==> src/rtl/mealy_pkg.sv <==
package mealy_pkg;
  localparam int NUM_CLS = 4;
  localparam int CLS_W   = $clog2(NUM_CLS);

  typedef enum logic [CLS_W-1:0] {
    CLS_A = 2'd0,
    CLS_B = 2'd1,
    CLS_C = 2'd2,
    CLS_D = 2'd3
  } cls_e;
endpackage

==> src/rtl/seq_next.sv <==
module seq_next
  import mealy_pkg::*;
(
  input  cls_e cur,
  input  logic x,
  output cls_e nxt
);
  always_comb begin
    if (x) begin
      nxt = CLS_D;
    end else begin
      unique case (cur)
        CLS_A:   nxt = CLS_A;
        CLS_B:   nxt = CLS_A;
        CLS_C:   nxt = CLS_B;
        CLS_D:   nxt = CLS_C;
        default: nxt = CLS_A;
      endcase
    end
  end
endmodule

==> src/rtl/seq_out.sv <==
module seq_out
  import mealy_pkg::*;
(
  input  cls_e cur,
  input  logic x,
  output logic z
);
  // only two class/input pairs raise the output
  always_comb begin
    z = 1'b0;
    if (!x && cur == CLS_A) z = 1'b1;
    if ( x && cur == CLS_D) z = 1'b1;
  end
endmodule

==> src/rtl/seq_state_reg.sv <==
module seq_state_reg
  import mealy_pkg::*;
#(
  parameter bit ONE_HOT = 1'b0
) (
  input  logic clk,
  input  logic rst,
  input  cls_e nxt,
  output cls_e cur
);
  generate
    if (ONE_HOT) begin : g_hot
      logic [NUM_CLS-1:0] hot;
      localparam logic [NUM_CLS-1:0] HOT_ONE = {{(NUM_CLS-1){1'b0}}, 1'b1};

      always_ff @(posedge clk) begin
        if (rst) hot <= HOT_ONE << CLS_A;
        else     hot <= HOT_ONE << nxt;
      end

      always_comb begin
        cur = CLS_A;
        for (int i = 0; i < NUM_CLS; i++) begin
          if (hot[i]) cur = cls_e'(CLS_W'(i));
        end
      end
    end else begin : g_bin
      cls_e st;

      always_ff @(posedge clk) begin
        if (rst) st <= CLS_A;
        else     st <= nxt;
      end

      assign cur = st;
    end
  endgenerate
endmodule

==> src/rtl/min_mealy_fsm.sv <==
module min_mealy_fsm
  import mealy_pkg::*;
#(
  parameter bit ONE_HOT = 1'b0
) (
  input  logic clk,
  input  logic rst,
  input  logic x,
  output logic z
);
  cls_e cur_cls;
  cls_e nxt_cls;

  seq_state_reg #(.ONE_HOT(ONE_HOT)) u_reg (
    .clk (clk),
    .rst (rst),
    .nxt (nxt_cls),
    .cur (cur_cls)
  );

  seq_next u_next (
    .cur (cur_cls),
    .x   (x),
    .nxt (nxt_cls)
  );

  seq_out u_out (
    .cur (cur_cls),
    .x   (x),
    .z   (z)
  );
endmodule

==> config.mk <==
export PLATFORM = sky130hd
export DESIGN_NAME = min_mealy_fsm
export DESIGN_NICKNAME = d
export VERILOG_FILES = /design/src/rtl/mealy_pkg.sv /design/src/rtl/seq_next.sv /design/src/rtl/seq_out.sv /design/src/rtl/seq_state_reg.sv /design/src/rtl/min_mealy_fsm.sv
export SDC_FILE = /design/constraint.sdc
export NUM_CORES = 1
export LEC_CHECK = 0
export ABC_AREA = 0
export CELL_PAD_IN_SITES_DETAIL_PLACEMENT = 0
export CELL_PAD_IN_SITES_GLOBAL_PLACEMENT = 1
export CORE_AREA = 2 2 39 41
export DETAILED_ROUTE_END_ITERATION = 8
export DIE_AREA = 0 0 41 43
export HOLD_SLACK_MARGIN = 0.15
export PLACE_DENSITY = 0.32
export SYNTH_ARGS = -nofsm -noshare
export SYNTH_HDL_FRONTEND = slang
export SYNTH_SLANG_ARGS = --single-unit
==> constraint.sdc <==
create_clock -name clk -period 1.8 [get_ports clk]
set_input_delay 0.27 -clock clk [delete_from_list [all_inputs] [get_ports clk]]
set_output_delay 0.27 -clock clk [all_outputs]
set_load 0.1 [all_outputs]
==> results.json <==
{
  "rows": 14,
  "p_total_w": 0.000183,
  "r2r-start": "u_reg.cur[0]$_SDFF_PP0_",
  "max_slew_margin": 0.914,
  "ys_ff_latch": 2,
  "ant_nets": 0,
  "cts_max_level": 1,
  "layout_setup_ws_ps": 190,
  "power_frac_seq": 0.274,
  "utilization": 0.117,
  "cap_violations": 0,
  "skew_ps": 1.53,
  "path_class": "in2out",
  "drive_gt1_frac": 0.250,
  "dr.pass1.iters": 4,
  "final_common_cell": "clkbuf_4",
  "power_switching_w": 0.0000471,
  "cts-root-buf": "clkbuf_4",
  "max_freq_mhz": 621,
  "fin_crit_sh": 0.894,
  "nNetsFinal": 21,
  "cts_buffers": 3,
  "ios": 4,
  "cts_buffer_depth": 2,
  "syn-num-nets": 13,
  "netlist_area_um2": 78.8,
  "rsz0062_at_grt": "no",
  "cts_tree": "built",
  "die_x_um": 41,
  "grt_overflow": 0,
  "post_drt_wl_per_cell_um": 5.03,
  "grt_antenna_before_repair": 0,
  "post-route-drc-count": 0,
  "critPathRequiredTime_ps": 1530,
  "drt_wl_total_um": 161,
  "post-place-ws_ps": 188,
  "crit_path_start_kind": "primary input",
  "vdd_drop_max_uv": 326,
  "setup_violations": 0,
  "start_util": 0.0570,
  "grt_max_degree": 5,
  "crit_arrival_ps": 1340,
  "power_frac_clock": 0.537,
  "place.port_buffers": 3,
  "critPathMaxFanout": 4,
  "hold_ws_ps": 497,
  "viasPerCell": 2.41,
  "clkTransAtPathRegs_ps": 30,
  "p_int_w": 0.000136,
  "pwr_density_cell_nw_per_um2": 1130,
  "finalSetupTns_ps": 0,
  "grt_pass1_vias": 91,
  "dieArea_um2": 1760,
  "ys_warn_count": 0,
  "cts.sinks": 2,
  "num_vias": 77,
  "grt_pass1_wl_um": 331,
  "synth.yosys.seq_area_share": 0.508,
  "cp-end-kind": "primary output",
  "setup.worst_path.start": "x",
  "n_fill_cell": 151,
  "grt_use_total": 0.0350,
  "core_um2": 1380,
  "p_leak_nw": 0.0679,
  "drtIter0Drc": 5,
  "hold_viol_final": 0,
  "largest_reg_flops": 2,
  "syn2layout_area_growth_pct": 105,
  "hp-class": "reg2reg",
  "hold_start": "u_reg.cur[1]$_SDFF_PP0_",
  "combPwrFrac": 0.189,
  "yosysUniqueCellTypes": 8,
  "post-cts-setup-buffer-count": 0,
  "hold_buffers": 0,
  "swShare": 0.258,
  "tightest_slew_ps": 129,
  "clock_latency_ps": 220,
  "drv_slew": 0,
  "post-route-min-period_ps": 1610,
  "post_synth.cell_area_avg_um2": 7.88,
  "status": "finished, final reports clean",
  "antenna_cells": 0,
  "syn_inst": 10,
  "die-height_um": 43,
  "layout.cells.most_common_list": "3 x clkbuf_4, 2 x a21oi_1, 2 x clkdlybuf4s50_1, 2 x dfxtp_1",
  "place.gp.congestion": 0.459,
  "cts-resized-gates": 0
}
-- synthesized netlist by cell type --
cell      count  area, um^2
a21oi_1       2        10.0
dfxtp_1       2        40.0
inv_1         1        3.75
nand2_1       1        3.75
nand2b_1      1        6.26
nand3_1       1        5.00
nor2_1        1        3.75
or3_1         1        6.26
-- metal layers --
| layer | GRT usage | vias up | share of wire |
|---|---|---|---|
| met3 | 0.0471 | 0 | 0.13 |
| met1 | 0.0318 | 28 | 0.55 |
| met4 | 0.0400 | 0 | 0 |
| li1 | - | 45 | - |
| met5 | 0 | - | 0 |
| met2 | 0.0313 | 4 | 0.32 |
-- worst max-delay path: stages --
cell,delay [ps]
clkdlybuf4s50_1,460
or3_1,320
nand2_1,110
buf_12,180
-- through the flow --
| step | cell area, um^2 | std cells |
|---|---|---|
| after floorplan | 78.8 | 10 |
| after global placement | 139 | 29 |
| after detailed placement | 139 | 29 |
| after CTS | 161 | 32 |
| after global routing | 161 | 32 |
| final | 161 | 32 |
-- cells by family (layout without fill, tap and decap cells) --
family,count (synthesis),after routing,synth area share
AND/OR/NAND/NOR,5,5,0.317
flip-flops,2,2,0.508
buffers and inverters,1,7,0.0476
AO/OA/AOI/OAI,2,2,0.127
-- worst paths after layout --
kind,endpoint,slack [ps],cells past startpoint
worst max-delay path,z,190,4
worst min-delay path,u_reg.cur[0]$_SDFF_PP0_,500,2
worst max register to register,u_reg.cur[0]$_SDFF_PP0_,1140,2
worst min register to register,u_reg.cur[0]$_SDFF_PP0_,500,2
-- area by class of cell --
cell class | instances | area [um^2] | share of cell area
Clock buffer | 3 | 22.5 | 0.140
Tap cell | 16 | 20.0 | 0.124
Inverter | 1 | 3.75 | 0.0233
Timing Repair Buffer | 3 | 40.0 | 0.248
Sequential cell | 2 | 40.0 | 0.248
Multi-Input combinational cell | 7 | 35.0 | 0.217
-- power by group through the flow --
stage	Sequential (W)	Clock (W)	Combinational, W
finish	0.0000500	0.0000980	0.0000346
global route	0.0000507	0.000112	0.0000369
CTS	0.0000499	0.000105	0.0000348
detailed placement	0.0000505	0	0.0000348
global placement	0.0000505	0	0.0000344
floorplan	0.0000501	0	0.0000197
No activity file was read; power rests on OpenSTA's default activity.
